$ cat src/rtl/cardif_regs_pkg.sv
package cardif_regs_pkg;

   // Word indices (byte offset >> 2) of the register window
   localparam int unsigned WI_PWR   = 0;
   localparam int unsigned WI_CLK   = 1;
   localparam int unsigned WI_ARG   = 2;
   localparam int unsigned WI_CMD   = 3;
   localparam int unsigned WI_RCMD  = 4;
   localparam int unsigned WI_RESP0 = 5;
   localparam int unsigned WI_RESPN = 4;
   localparam int unsigned WI_TMR   = 9;
   localparam int unsigned WI_LEN   = 10;
   localparam int unsigned WI_CTRL  = 11;
   localparam int unsigned WI_DCNT  = 12;
   localparam int unsigned WI_STAT  = 13;
   localparam int unsigned WI_CLR   = 14;
   localparam int unsigned WI_MASK0 = 15;
   localparam int unsigned WI_FCNT  = 18;
   localparam int unsigned WI_FIFO0 = 32;
   localparam int unsigned WI_FIFON = 16;
   localparam int unsigned WI_ID0   = 1016;
   localparam int unsigned WI_IDN   = 8;

   localparam int unsigned CMD_START_BIT  = 10;
   localparam int unsigned DATA_START_BIT = 0;

   typedef enum logic [4:0] {
      RG_NONE, RG_PWR, RG_CLK, RG_ARG, RG_CMD, RG_RCMD, RG_RESP,
      RG_TMR, RG_LEN, RG_CTRL, RG_DCNT, RG_STAT, RG_CLR, RG_MASK,
      RG_FCNT, RG_FIFO, RG_ID
   } region_e;

   function automatic logic [7:0] ident_byte(input logic [2:0] k);
      logic [7:0] b;
      case (k)
         3'd0:    b = 8'h81;
         3'd1:    b = 8'h11;
         3'd2:    b = 8'h04;
         3'd3:    b = 8'h00;
         3'd4:    b = 8'h0D;
         3'd5:    b = 8'hF0;
         3'd6:    b = 8'h05;
         default: b = 8'hB1;
      endcase
      return b;
   endfunction

endpackage

$ cat src/rtl/cardif_regs_decode.sv
module cardif_regs_decode
   import cardif_regs_pkg::*;
#(
   parameter int unsigned ADDR_W  = 12,
   parameter int unsigned NUM_IRQ = 2
) (
   input  logic [ADDR_W-1:0] addr,
   output region_e           region,
   output logic [2:0]        sub,
   output logic              rd_ok,
   output logic              wr_ok
);

   localparam int unsigned WIDX_W = ADDR_W - 2;

   generate
      if (ADDR_W != 12) begin : g_bad_aw
         $error("cardif_regs_decode: ADDR_W must be 12");
      end
      if (NUM_IRQ < 1 || NUM_IRQ > 3) begin : g_bad_irq
         $error("cardif_regs_decode: NUM_IRQ must be 1..3");
      end
   endgenerate

   logic [31:0] wi;
   logic        aligned;

   assign wi      = 32'(addr[ADDR_W-1:2]);
   assign aligned = (addr[1:0] == 2'b00);

   always_comb begin
      region = RG_NONE;
      sub    = '0;
      if (!aligned)                                   region = RG_NONE;
      else if (wi == WI_PWR)                          region = RG_PWR;
      else if (wi == WI_CLK)                          region = RG_CLK;
      else if (wi == WI_ARG)                          region = RG_ARG;
      else if (wi == WI_CMD)                          region = RG_CMD;
      else if (wi == WI_RCMD)                         region = RG_RCMD;
      else if (wi >= WI_RESP0 && wi < WI_RESP0 + WI_RESPN) begin
         region = RG_RESP;
         sub    = 3'(wi - WI_RESP0);
      end
      else if (wi == WI_TMR)                          region = RG_TMR;
      else if (wi == WI_LEN)                          region = RG_LEN;
      else if (wi == WI_CTRL)                         region = RG_CTRL;
      else if (wi == WI_DCNT)                         region = RG_DCNT;
      else if (wi == WI_STAT)                         region = RG_STAT;
      else if (wi == WI_CLR)                          region = RG_CLR;
      else if (wi >= WI_MASK0 && wi < WI_MASK0 + NUM_IRQ) begin
         region = RG_MASK;
         sub    = 3'(wi - WI_MASK0);
      end
      else if (wi == WI_FCNT)                         region = RG_FCNT;
      else if (wi >= WI_FIFO0 && wi < WI_FIFO0 + WI_FIFON) region = RG_FIFO;
      else if (wi >= WI_ID0 && wi < WI_ID0 + WI_IDN) begin
         region = RG_ID;
         sub    = 3'(wi - WI_ID0);
      end
   end

   always_comb begin
      rd_ok = (region != RG_NONE) && (region != RG_CLR);
      case (region)
         RG_PWR, RG_CLK, RG_ARG, RG_CMD, RG_TMR, RG_LEN, RG_CTRL,
         RG_CLR, RG_MASK, RG_FIFO: wr_ok = 1'b1;
         default:                  wr_ok = 1'b0;
      endcase
   end

endmodule

$ cat src/rtl/cardif_regs_status.sv
module cardif_regs_status #(
   parameter int unsigned STS_W    = 22,
   parameter int unsigned STICKY_W = 11,
   parameter int unsigned RSVD_BIT = 9,
   parameter int unsigned NUM_IRQ  = 2
) (
   input  logic                      clk,
   input  logic                      rst_n,
   input  logic [STICKY_W-1:0]       set_i,
   input  logic [STS_W-STICKY_W-1:0] live_i,
   input  logic                      clr_we,
   input  logic [STICKY_W-1:0]       clr_val,
   input  logic [NUM_IRQ-1:0]        mask_we,
   input  logic [STS_W-1:0]          mask_val,
   output logic [STS_W-1:0]          status_o,
   output logic [NUM_IRQ*STS_W-1:0]  masks_o,
   output logic [NUM_IRQ-1:0]        irq_o
);

   localparam logic [STICKY_W-1:0] KEEP = ~(STICKY_W'(1) << RSVD_BIT);

   generate
      if (STICKY_W >= STS_W) begin : g_bad_w
         $error("cardif_regs_status: STICKY_W must be below STS_W");
      end
   endgenerate

   logic [STICKY_W-1:0] sticky_q;
   logic [STICKY_W-1:0] clr_bits;

   assign clr_bits = clr_we ? clr_val : '0;

   always_ff @(posedge clk) begin
      if (!rst_n) sticky_q <= '0;
      else        sticky_q <= ((sticky_q & ~clr_bits) | set_i) & KEEP;
   end

   assign status_o = {live_i, sticky_q};

   genvar gi;
   generate
      for (gi = 0; gi < NUM_IRQ; gi++) begin : g_line
         logic [STS_W-1:0] mask_q;
         always_ff @(posedge clk) begin
            if (!rst_n)          mask_q <= '0;
            else if (mask_we[gi]) mask_q <= mask_val;
         end
         assign masks_o[gi*STS_W +: STS_W] = mask_q;
         assign irq_o[gi] = |(status_o & mask_q);
      end
   endgenerate

endmodule

$ cat src/rtl/cardif_regs_cfg.sv
module cardif_regs_cfg
   import cardif_regs_pkg::*;
#(
   parameter int unsigned DW             = 32,
   parameter int unsigned PWR_W          = 8,
   parameter int unsigned CLK_W          = 8,
   parameter int unsigned LEN_W          = 16,
   parameter int unsigned CTRL_W         = 8,
   parameter bit          CMD_SELF_CLEAR = 1'b1
) (
   input  logic              clk,
   input  logic              rst_n,
   input  logic              we,
   input  region_e           region,
   input  logic [DW-1:0]     wdata,
   output logic [PWR_W-1:0]  power_q,
   output logic [CLK_W-1:0]  clk_q,
   output logic [DW-1:0]     arg_q,
   output logic [DW-1:0]     cmd_q,
   output logic [DW-1:0]     tmr_q,
   output logic [LEN_W-1:0]  len_q,
   output logic [CTRL_W-1:0] ctrl_q,
   output logic              cmd_go,
   output logic              data_go
);

   generate
      if (PWR_W > DW || CLK_W > DW || LEN_W > DW || CTRL_W > DW) begin : g_bad_w
         $error("cardif_regs_cfg: field wider than data bus");
      end
   endgenerate

   logic [DW-1:0] cmd_store;

   generate
      if (CMD_SELF_CLEAR) begin : g_selfclr
         assign cmd_store = wdata & ~(DW'(1) << CMD_START_BIT);
      end else begin : g_keep
         assign cmd_store = wdata;
      end
   endgenerate

   always_ff @(posedge clk) begin
      if (!rst_n) begin
         power_q <= '0;
         clk_q   <= '0;
         arg_q   <= '0;
         cmd_q   <= '0;
         tmr_q   <= '0;
         len_q   <= '0;
         ctrl_q  <= '0;
         cmd_go  <= 1'b0;
         data_go <= 1'b0;
      end else begin
         cmd_go  <= we && (region == RG_CMD)  && wdata[CMD_START_BIT];
         data_go <= we && (region == RG_CTRL) && wdata[DATA_START_BIT];
         if (we) begin
            case (region)
               RG_PWR:  power_q <= wdata[PWR_W-1:0];
               RG_CLK:  clk_q   <= wdata[CLK_W-1:0];
               RG_ARG:  arg_q   <= wdata;
               RG_CMD:  cmd_q   <= cmd_store;
               RG_TMR:  tmr_q   <= wdata;
               RG_LEN:  len_q   <= wdata[LEN_W-1:0];
               RG_CTRL: ctrl_q  <= wdata[CTRL_W-1:0];
               default: ;
            endcase
         end
      end
   end

endmodule

$ cat src/rtl/cardif_regs.sv
module cardif_regs
   import cardif_regs_pkg::*;
#(
   parameter int unsigned ADDR_W   = 12,
   parameter int unsigned DW       = 32,
   parameter int unsigned STS_W    = 22,
   parameter int unsigned STICKY_W = 11,
   parameter int unsigned NUM_IRQ  = 2,
   parameter int unsigned LEN_W    = 16,
   parameter int unsigned BYTE_W   = 8
) (
   input  logic                      clk,
   input  logic                      rst_n,
   input  logic                      req_valid,
   input  logic                      req_write,
   input  logic [ADDR_W-1:0]         req_addr,
   input  logic [DW-1:0]             req_wdata,
   output logic                      rsp_valid,
   output logic [DW-1:0]             rsp_rdata,
   output logic                      bad_access,
   output logic [NUM_IRQ-1:0]        irq,
   input  logic [STICKY_W-1:0]       sts_set,
   input  logic [STS_W-STICKY_W-1:0] sts_live,
   input  logic [DW-1:0]             resp_cmd_i,
   input  logic [4*DW-1:0]           resp_words_i,
   input  logic [LEN_W-1:0]          data_cnt_i,
   input  logic [DW-1:0]             fifo_rdata,
   input  logic                      fifo_empty,
   output logic                      fifo_pop,
   output logic                      fifo_push,
   output logic [DW-1:0]             fifo_wdata,
   output logic [BYTE_W-1:0]         power_o,
   output logic [BYTE_W-1:0]         clkdiv_o,
   output logic [DW-1:0]             cmd_arg_o,
   output logic [DW-1:0]             cmd_word_o,
   output logic                      cmd_go,
   output logic [DW-1:0]             data_timer_o,
   output logic [LEN_W-1:0]          data_len_o,
   output logic [BYTE_W-1:0]         data_ctrl_o,
   output logic                      data_go
);

   localparam int unsigned RSVD_BIT = 9;

   generate
      if (STS_W > DW) begin : g_bad_sts
         $error("cardif_regs: status wider than data bus");
      end
      if (STICKY_W <= RSVD_BIT) begin : g_bad_sticky
         $error("cardif_regs: STICKY_W must cover the reserved bit");
      end
   endgenerate

   region_e     region;
   logic [2:0]  sub;
   logic        rd_ok, wr_ok;
   logic        wr_fire, rd_fire, err_now;
   logic [STS_W-1:0]         status_w;
   logic [NUM_IRQ*STS_W-1:0] masks_w;
   logic [NUM_IRQ-1:0]       mask_we;
   logic [DW-1:0]            rd_mux;

   cardif_regs_decode #(.ADDR_W(ADDR_W), .NUM_IRQ(NUM_IRQ)) u_dec (
      .addr   (req_addr),
      .region (region),
      .sub    (sub),
      .rd_ok  (rd_ok),
      .wr_ok  (wr_ok)
   );

   assign wr_fire = req_valid &&  req_write && wr_ok;
   assign rd_fire = req_valid && !req_write && rd_ok;
   assign err_now = req_valid && (req_write ? !wr_ok : !rd_ok);

   always_comb begin
      for (int i = 0; i < NUM_IRQ; i++) begin
         mask_we[i] = wr_fire && (region == RG_MASK) && (32'(sub) == i);
      end
   end

   cardif_regs_cfg #(
      .DW(DW), .PWR_W(BYTE_W), .CLK_W(BYTE_W), .LEN_W(LEN_W),
      .CTRL_W(BYTE_W), .CMD_SELF_CLEAR(1'b1)
   ) u_cfg (
      .clk     (clk),
      .rst_n   (rst_n),
      .we      (wr_fire),
      .region  (region),
      .wdata   (req_wdata),
      .power_q (power_o),
      .clk_q   (clkdiv_o),
      .arg_q   (cmd_arg_o),
      .cmd_q   (cmd_word_o),
      .tmr_q   (data_timer_o),
      .len_q   (data_len_o),
      .ctrl_q  (data_ctrl_o),
      .cmd_go  (cmd_go),
      .data_go (data_go)
   );

   cardif_regs_status #(
      .STS_W(STS_W), .STICKY_W(STICKY_W), .RSVD_BIT(RSVD_BIT), .NUM_IRQ(NUM_IRQ)
   ) u_sts (
      .clk      (clk),
      .rst_n    (rst_n),
      .set_i    (sts_set),
      .live_i   (sts_live),
      .clr_we   (wr_fire && (region == RG_CLR)),
      .clr_val  (req_wdata[STICKY_W-1:0]),
      .mask_we  (mask_we),
      .mask_val (req_wdata[STS_W-1:0]),
      .status_o (status_w),
      .masks_o  (masks_w),
      .irq_o    (irq)
   );

   assign fifo_pop   = rd_fire && (region == RG_FIFO) && !fifo_empty;
   assign fifo_push  = wr_fire && (region == RG_FIFO) && (data_cnt_i != '0);
   assign fifo_wdata = req_wdata;

   always_comb begin
      rd_mux = '0;
      case (region)
         RG_PWR:  rd_mux = DW'(power_o);
         RG_CLK:  rd_mux = DW'(clkdiv_o);
         RG_ARG:  rd_mux = cmd_arg_o;
         RG_CMD:  rd_mux = cmd_word_o;
         RG_RCMD: rd_mux = resp_cmd_i;
         RG_RESP: rd_mux = resp_words_i[32'(sub)*DW +: DW];
         RG_TMR:  rd_mux = data_timer_o;
         RG_LEN:  rd_mux = DW'(data_len_o);
         RG_CTRL: rd_mux = DW'(data_ctrl_o);
         RG_DCNT: rd_mux = DW'(data_cnt_i);
         RG_STAT: rd_mux = DW'(status_w);
         RG_MASK: begin
            for (int i = 0; i < NUM_IRQ; i++) begin
               if (32'(sub) == i) rd_mux = DW'(masks_w[i*STS_W +: STS_W]);
            end
         end
         RG_FCNT: rd_mux = DW'((32'(data_cnt_i) + 32'd3) >> 2);
         RG_FIFO: rd_mux = fifo_empty ? '0 : fifo_rdata;
         RG_ID:   rd_mux = DW'(ident_byte(sub));
         default: rd_mux = '0;
      endcase
   end

   always_ff @(posedge clk) begin
      if (!rst_n) begin
         rsp_valid  <= 1'b0;
         rsp_rdata  <= '0;
         bad_access <= 1'b0;
      end else begin
         rsp_valid  <= req_valid && !req_write;
         rsp_rdata  <= rd_fire ? rd_mux : '0;
         bad_access <= err_now;
      end
   end

endmodule

$ cat config.mk
export PLATFORM = sky130hd
export DESIGN_NAME = cardif_regs
export DESIGN_NICKNAME = d
export VERILOG_FILES = /design/src/rtl/cardif_regs_pkg.sv /design/src/rtl/cardif_regs_decode.sv /design/src/rtl/cardif_regs_status.sv /design/src/rtl/cardif_regs_cfg.sv /design/src/rtl/cardif_regs.sv
export SDC_FILE = /design/constraint.sdc
export NUM_CORES = 1
export LEC_CHECK = 0
export BUFFER_PORTS_ARGS = -buffer_cell sky130_fd_sc_hd__buf_2
export CELL_PAD_IN_SITES_DETAIL_PLACEMENT = 0
export CELL_PAD_IN_SITES_GLOBAL_PLACEMENT = 1
export CORE_AREA = 2 2 192 194
export CTS_CLUSTER_DIAMETER = 60
export DETAILED_ROUTE_END_ITERATION = 12
export DIE_AREA = 0 0 194 196
export PLACE_DENSITY_LB_ADDON = 0.1
export SYNTH_ARGS = -nofsm -noshare
export SYNTH_HDL_FRONTEND = slang
export SYNTH_SLANG_ARGS = --single-unit
$ cat constraint.sdc
create_clock -name clk -period 7.2 [get_ports clk]
set_clock_uncertainty 0.2 [all_clocks]
set_input_delay 0.72 -clock clk [delete_from_list [all_inputs] [get_ports clk]]
set_output_delay 0.72 -clock clk [all_outputs]
set_load 0.02 [all_outputs]
== After elaboration in Yosys (flattened, before gate mapping) ==
Memories as Yosys holds them, arrays and structs flattened.
Index checks and enable logic that the tools add are counted.
Cells by class
  $add $sub $neg: 4
  order comparisons: 8
  equal/unequal tests: 34
  shift-type cells: 1
  muxes and demuxes: 42
  bitwise logic cells: 5
  reductions and logical operators: 41
Operators by type and width (count)
  case mux 32 bit (15 select lines): 1
  variable part select 128 x 9 -> 32 bit: 1
  2-to-1 mux 5 bit: 17
  2-to-1 mux 32 bit: 2
  == test 10 x 4 -> 1 bit (second input constant): 6
  case mux 8 bit (7 select lines): 1
  2-to-1 mux 3 bit: 17
  bitwise AND 22 bit: 2
  OR reduction 22 bit: 2
  == test 5 x 4 -> 1 bit (second input constant): 8
  zero test 32 bit: 1
  logical AND 1 bit: 22
  2-to-1 mux 22 bit: 1
  == test 10 x 2 -> 1 bit (second input constant): 2
  == test 5 x 3 -> 1 bit (second input constant): 4
  adder 16 x 2 -> 17 bit (second input constant): 1
  AND reduction 2 bit: 8
  nonzero test 16 bit: 1
  bitwise AND 11 bit: 1
  less-than comparator 10 x 11 -> 1 bit (second input constant): 1
  2-to-1 mux 11 bit: 1
  NOT 11 bit: 1
  OR 11 bit: 1
  == test 10 x 1 -> 1 bit (second input constant): 1
  other kinds (23): 32
Storage, ports and cells
  register bits: 226
  ROM bits: 16
  input port bits: 279
  logic and storage cells: 152
  memories: 1
Memories
  (no name shown): depth 16, bits a word 1, read ports 1, clocked after Yosys merged registers in 0, wr ports 0, RTL line cardif_regs_decode.sv:64  | case (region)

== Longest topological paths before layout ==
An unclocked memory read counts as a cell.
  word-level depth: 27
  mapped depth: 22
  mapped depth without buffers: 19

== Modules after synthesis ==
Synthesis repeated with hierarchy kept, for this count alone.
Unflattened totals
  cell total of the unflattened synthesis: 1351
  area total of the unflattened synthesis: 12702.2 um^2
Modules (own cells, without submodules)
  cardif_regs_cfg: times used 1, cells each 487, area an instance 5033.6 um^2
  cardif_regs: times used 1, cells each 524, area an instance 4551.9 um^2
  cardif_regs_status: times used 1, cells each 225, area an instance 2293.4 um^2
  cardif_regs_decode: times used 1, cells each 115, area an instance 823.3 um^2

== Worst setup path before layout ==
Ideal clock, no wire load.
  path kind: input to output
  start point: input req_addr[11]
  end point: output fifo_pop
  arrival: 4.167 ns
  slack: 2.113 ns
  cell stages on the path: 17
  path buffers: 4
  cell sequence: or4_1 > buf_2 > nor3_4 > nand4_1 > a21o_1 > a32oi_1 > o221ai_1 > nand2_1 > and3_1 > ha_1 > clkbuf_1 > inv_1 > nor2_1 > and4_1 > clkbuf_1 > clkbuf_1 > and3_1
On the way
  cells in the longest elaborated chain, start to end: 24
  elaborated cells between the ends (all ways): 48
RTL lines
  from (decl): RTL line cardif_regs.sv:16  | input logic [ADDR_W-1:0] req_addr,
  less-than comparator 10 x 11 -> 1 bit / greater-or-equal comparator 10 bit (equally long branches): RTL line cardif_regs_decode.sv:56  | else if (wi >= WI_ID0 && wi < WI_ID0 + WI_IDN) begin
  logical AND 1 bit: RTL line cardif_regs_decode.sv:56
  2-to-1 mux 5 bit: RTL line cardif_regs_decode.sv:56
  2-to-1 mux 5 bit: RTL line cardif_regs_decode.sv:55  | else if (wi >= WI_FIFO0 && wi < WI_FIFO0 + WI_FIFON) region = RG_FIFO;
  2-to-1 mux 5 bit: RTL line cardif_regs_decode.sv:54  | else if (wi == WI_FCNT) region = RG_FCNT;
  2-to-1 mux 5 bit: RTL line cardif_regs_decode.sv:50  | else if (wi >= WI_MASK0 && wi < WI_MASK0 + NUM_IRQ) begin
  2-to-1 mux 5 bit: RTL line cardif_regs_decode.sv:49  | else if (wi == WI_CLR) region = RG_CLR;
  2-to-1 mux 5 bit: RTL line cardif_regs_decode.sv:48  | else if (wi == WI_STAT) region = RG_STAT;
  [... 7 more ...]
  2-to-1 mux 5 bit: RTL line cardif_regs_decode.sv:37  | else if (wi == WI_ARG) region = RG_ARG;
  2-to-1 mux 5 bit: RTL line cardif_regs_decode.sv:36  | else if (wi == WI_CLK) region = RG_CLK;
  2-to-1 mux 5 bit *: RTL line cardif_regs_decode.sv:35  | else if (wi == WI_PWR) region = RG_PWR;
  2-to-1 mux 5 bit *: RTL line cardif_regs_decode.sv:34  | if (!aligned) region = RG_NONE;
  inequality test 5 x 4 -> 1 bit / nonzero test 5 bit (equally long branches): RTL line cardif_regs_decode.sv:63  | rd_ok = (region != RG_NONE) && (region != RG_CLR);
  logical AND 1 bit: RTL line cardif_regs_decode.sv:63
  logical AND 1 bit: RTL line cardif_regs.sv:72  | assign rd_fire = req_valid && !req_write && rd_ok;
  logical AND 1 bit * (2 in series): RTL line cardif_regs.sv:117  | assign fifo_pop = rd_fire && (region == RG_FIFO) && !fifo_empty;
  to (decl): RTL line cardif_regs.sv:29  | output logic fifo_pop,
Every way passes the cells marked *; elsewhere a longest branch is shown, timed or not.

== Worst setup path in the final report ==
  start point: input req_addr[11]
  end point: output fifo_push
On the way
  cells in the longest elaborated chain, start to end: 23
  elaborated cells between the ends (all ways): 47
RTL lines
  greater-or-equal comparator 10 x 6 -> 1 bit (tied with other cells): RTL line cardif_regs_decode.sv:55
  logical AND 1 bit (on tied branches): RTL line cardif_regs_decode.sv:55, cardif_regs_decode.sv:56
  2-to-1 mux 5 bit (on tied branches): RTL line cardif_regs_decode.sv:55, cardif_regs_decode.sv:56
  2-to-1 mux 5 bit (on tied branches): RTL line cardif_regs_decode.sv:54, cardif_regs_decode.sv:55
  2-to-1 mux 5 bit (on tied branches): RTL line cardif_regs_decode.sv:50, cardif_regs_decode.sv:54
  2-to-1 mux 5 bit (on tied branches): RTL line cardif_regs_decode.sv:49, cardif_regs_decode.sv:50
  2-to-1 mux 5 bit (on tied branches): RTL line cardif_regs_decode.sv:48, cardif_regs_decode.sv:49
  2-to-1 mux 5 bit (on tied branches): RTL line cardif_regs_decode.sv:47, cardif_regs_decode.sv:48
  [... 6 more ...]
  2-to-1 mux 5 bit (on tied branches): RTL line cardif_regs_decode.sv:37, cardif_regs_decode.sv:38
  2-to-1 mux 5 bit (on tied branches): RTL line cardif_regs_decode.sv:36, cardif_regs_decode.sv:37
  2-to-1 mux 5 bit *: RTL line cardif_regs_decode.sv:35
  2-to-1 mux 5 bit *: RTL line cardif_regs_decode.sv:34
  memory (16 x 1 bit) / 2-to-1 mux 5 bit (equally long branches)
  2-to-1 mux 1 bit: RTL line cardif_regs_decode.sv:64
  logical AND 1 bit: RTL line cardif_regs.sv:71  | assign wr_fire = req_valid && req_write && wr_ok;
  logical AND 1 bit * (2 in series): RTL line cardif_regs.sv:118  | assign fifo_push = wr_fire && (region == RG_FIFO) && (data_cnt_i != '0);
  to (decl): RTL line cardif_regs.sv:30  | output logic fifo_push,
Marks and branches as above.

==> results.py <==
metrics = {
    "synthesis": {
        "synth_area_um2": 12000,
        "synth.yosys.warnings": 0,
        "synth.top_cell.area_share": 0.3755,
        "synthArstFlopShare": 0,
        "synth_fp_nets": 1713,
        "synth_common_cells": "dfxtp_1 (225), nand2_1 (177), nand3_1 (147)",
        "ys.flop_type": "dfxtp_1",
        "synth_area_leaders": "dfxtp_1 (38%), mux2i_1 (9.6%), nand3_1 (6.1%)",
        "synth_edf_count": 0,
        "synth_most_common_cell": "dfxtp_1",
        "synth_area_leader_cell": "dfxtp_1",
        "syn_avg_cell_area_um2": 8.424,
        "yosysUniqueCellTypes": 80,
        "yosysSeqAreaShare": 0.3755,
        "ys_seq_elements": 225,
        "synthCells": 1424,
    },
    "drt": {
        "antenna_left": 0,
        "viasPerCell": 5.614,
        "drc": 0,
        "wl_per_cell_um": 24.86,
        "vias": 13041,
        "drt_iter0_drc": 1107,
        "wl_um": 57750,
        "drtPass1Iterations": 5,
    },
    "global_routing": {
        "grt_pass1_vias": 12526,
        "globalRoute.totalOverflow": 0,
        "antenna_found_initial": 11,
        "grt_usage": 0.2883,
        "grt_pass1_wl_um": 82950,
        "grt_max_degree": 120,
    },
    "cts": {
        "post_cts_buffers": 0,
        "clk_path_buf_depth": 3,
        "cts_made_buffers": 29,
        "clkTransAtPathRegs_ns": 0.06,
        "htreeDepth": 1,
        "worstSkewPairLatency_ns": 0.56,
        "cts-root-buf": "clkbuf_16",
        "holdBufCountCts": 0,
        "cts_sinks": 225,
        "cts_tree": "built",
        "ctsResizeCount": 0,
    },
    "job": {
        "drv_cap": 0,
    },
    "placement": {
        "hpwl_um": 43740,
        "numPortBuffers": 484,
        "routabilityCongestion": 0.9543,
    },
    "worst_setup_path": {
        "crit_path_top_delay_cell": "or4_1",
        "crit_fanout": 9,
        "rr_startpoint": "u_cfg.tmr_q[4]",
        "crit_required_ns": 6.28,
        "cp-end-kind": "output port",
        "crit_path_start": "req_addr[11]",
        "cp_cell_sequence": "buf_2 > or4_1 > nor3_4 > nand4_1 > a21o_1 > a32oi_1 > o221ai_1 > nand2_1 > nand3_1 > ha_2 > a221oi_4 > nand2_4 > nor4_1 > buf_2",
        "cp.arrival_ns": 4.70,
        "cp_slowest_stage_delay_ns": 0.75,
        "worst_path_most_repeated_cell": "buf_2",
        "worstSetupPathType": "input pin to output port",
        "start_kind": "input pin",
    },
    "timing": {
        "period_share": 0.7803,
        "worst_slew_pin_slew_ns": 1.055,
        "finalSetupViolCount": 0,
        "hold_ws_ns": 0.1825,
        "hold_viol": 0,
        "relSlewSlack": 0.2965,
        "tns_ns": 0,
        "slew_violations": 0,
        "fmax_mhz": 178.0,
        "min_period_ns": 5.618,
        "rsz0062_at_grt": "no",
    },
    "die": {
        "initial_core_util": 0.3324,
        "die_x_um": 194,
        "core_area_um2": 36080,
        "row_count": 70,
        "die-area_um2": 38020,
        "dieHeight_um": 196,
        "ioPinCount": 487,
    },
    "worst_hold_path": {
        "min_path_type": "input pin to flop",
        "min_from": "req_wdata[0]",
    },
    "pwr": {
        "power.density_nw_per_um2": 191.3,
        "peakVddDrop_uv": 146.0,
        "leakage_nw": 6.733,
    },
    "cells_and_area": {
        "fin_util": 0.4302,
        "nets": 2115,
        "syn_to_final_growth_pct": 29.41,
        "final_layout_size_suffix_gt1_frac": 0.3286,
    },
    "status": {
        "status": "finished clean",
    },
}
## cells in the final DEF (no fill, tap or decap), drive strengths merged, types with 29 or more instances in the layout
| master | instances |
|---|---|
| nand2 | 180 |
| a22oi | 36 |
| nor2 | 66 |
| o21ai | 139 |
| inv | 29 |
| dfxtp | 225 |
| buf | 512 |
| clkbuf | 39 |
| a222oi | 46 |
| mux2i | 115 |
| a21oi | 35 |
| nand3 | 148 |
## per-layer routing
layer | share of wire | track usage | wire, µm
met2 | 0.44 | 0.4481 | 25460
met3 | 0.089 | 0.06309 | 5140
met1 | 0.44 | 0.3956 | 25220
met5 | 0.00047 | 0 | 27
met4 | 0.033 | 0.09624 | 1904
## layout make-up
cell class              count  area, µm²
diodes                      8      20.02
clock buffers              39      813.3
clock inverters            13      138.9
fillers                  3725      20560
inverters                  24      90.09
multi-input cells        1034       6720
flip-flops and latches    225       4504
well taps                 468      585.6
repair buffers            512       2651
## through the flow
step	cells	instance area (µm²)	power (W)	setup WS, ns
after floorplan	1424	12000	0.001401	2.113
after global placement	2263	14550	0.001535	1.612
after detailed placement	2263	14550	0.001537	1.625
after CTS	2315	15500	0.002989	1.620
after global routing	2320	15520	0.003062	1.431
final	2323	15520	0.002970	1.582
## report_power, final
part	total (W)	internal (W)	switching, W
Clock	0.00146	0.000865	0.000593
Sequential	0.00126	0.00125	0.0000101
Combinational	0.000252	0.0000973	0.000155
## sequential cells by signal, indices dropped and copies added, names as in the netlist, 8 cells and up
| name | flops |
|---|---|
| rsp_rdata | 32 |
| u_cfg.arg_q | 32 |
| u_cfg.clk_q | 8 |
| u_cfg.cmd_q | 31 |
| u_cfg.ctrl_q | 8 |
| u_cfg.len_q | 16 |
| u_cfg.power_q | 8 |
| u_cfg.tmr_q | 32 |
| u_sts.g_line.mask_q | 44 |
| u_sts.sticky_q | 10 |
## logic make-up after synthesis
group	share of synthesized area
other	0.0003126
buffers and inverters	0.06790
and+or+nand+nor	0.1971
xor gates and xnor gates	0.009492
AOI/OAI and AO/OA	0.2264
DFF	0.3755
adders and majority gates	0.01043
muxes	0.1129
## worst paths after layout
kind | to | slack [ns] | cells past startpoint
setup / recovery | fifo_push | 1.58 | 14
hold / removal | u_sts.sticky_q[0] | 0.18 | 2
setup reg to reg | rsp_rdata[4] | 4.75 | 6
hold reg to reg | u_sts.g_line[0].mask_q[9] | 0.27 | 2
## worst max-delay path, delay by kind of cell
kind	cells	cell delay, ns
buf+inv	2	0.38
simple gates	7	2.21
compound gates	4	1.03
fa+ha+maj	1	0.36
No activity file was read; power rests on OpenSTA's default activity.
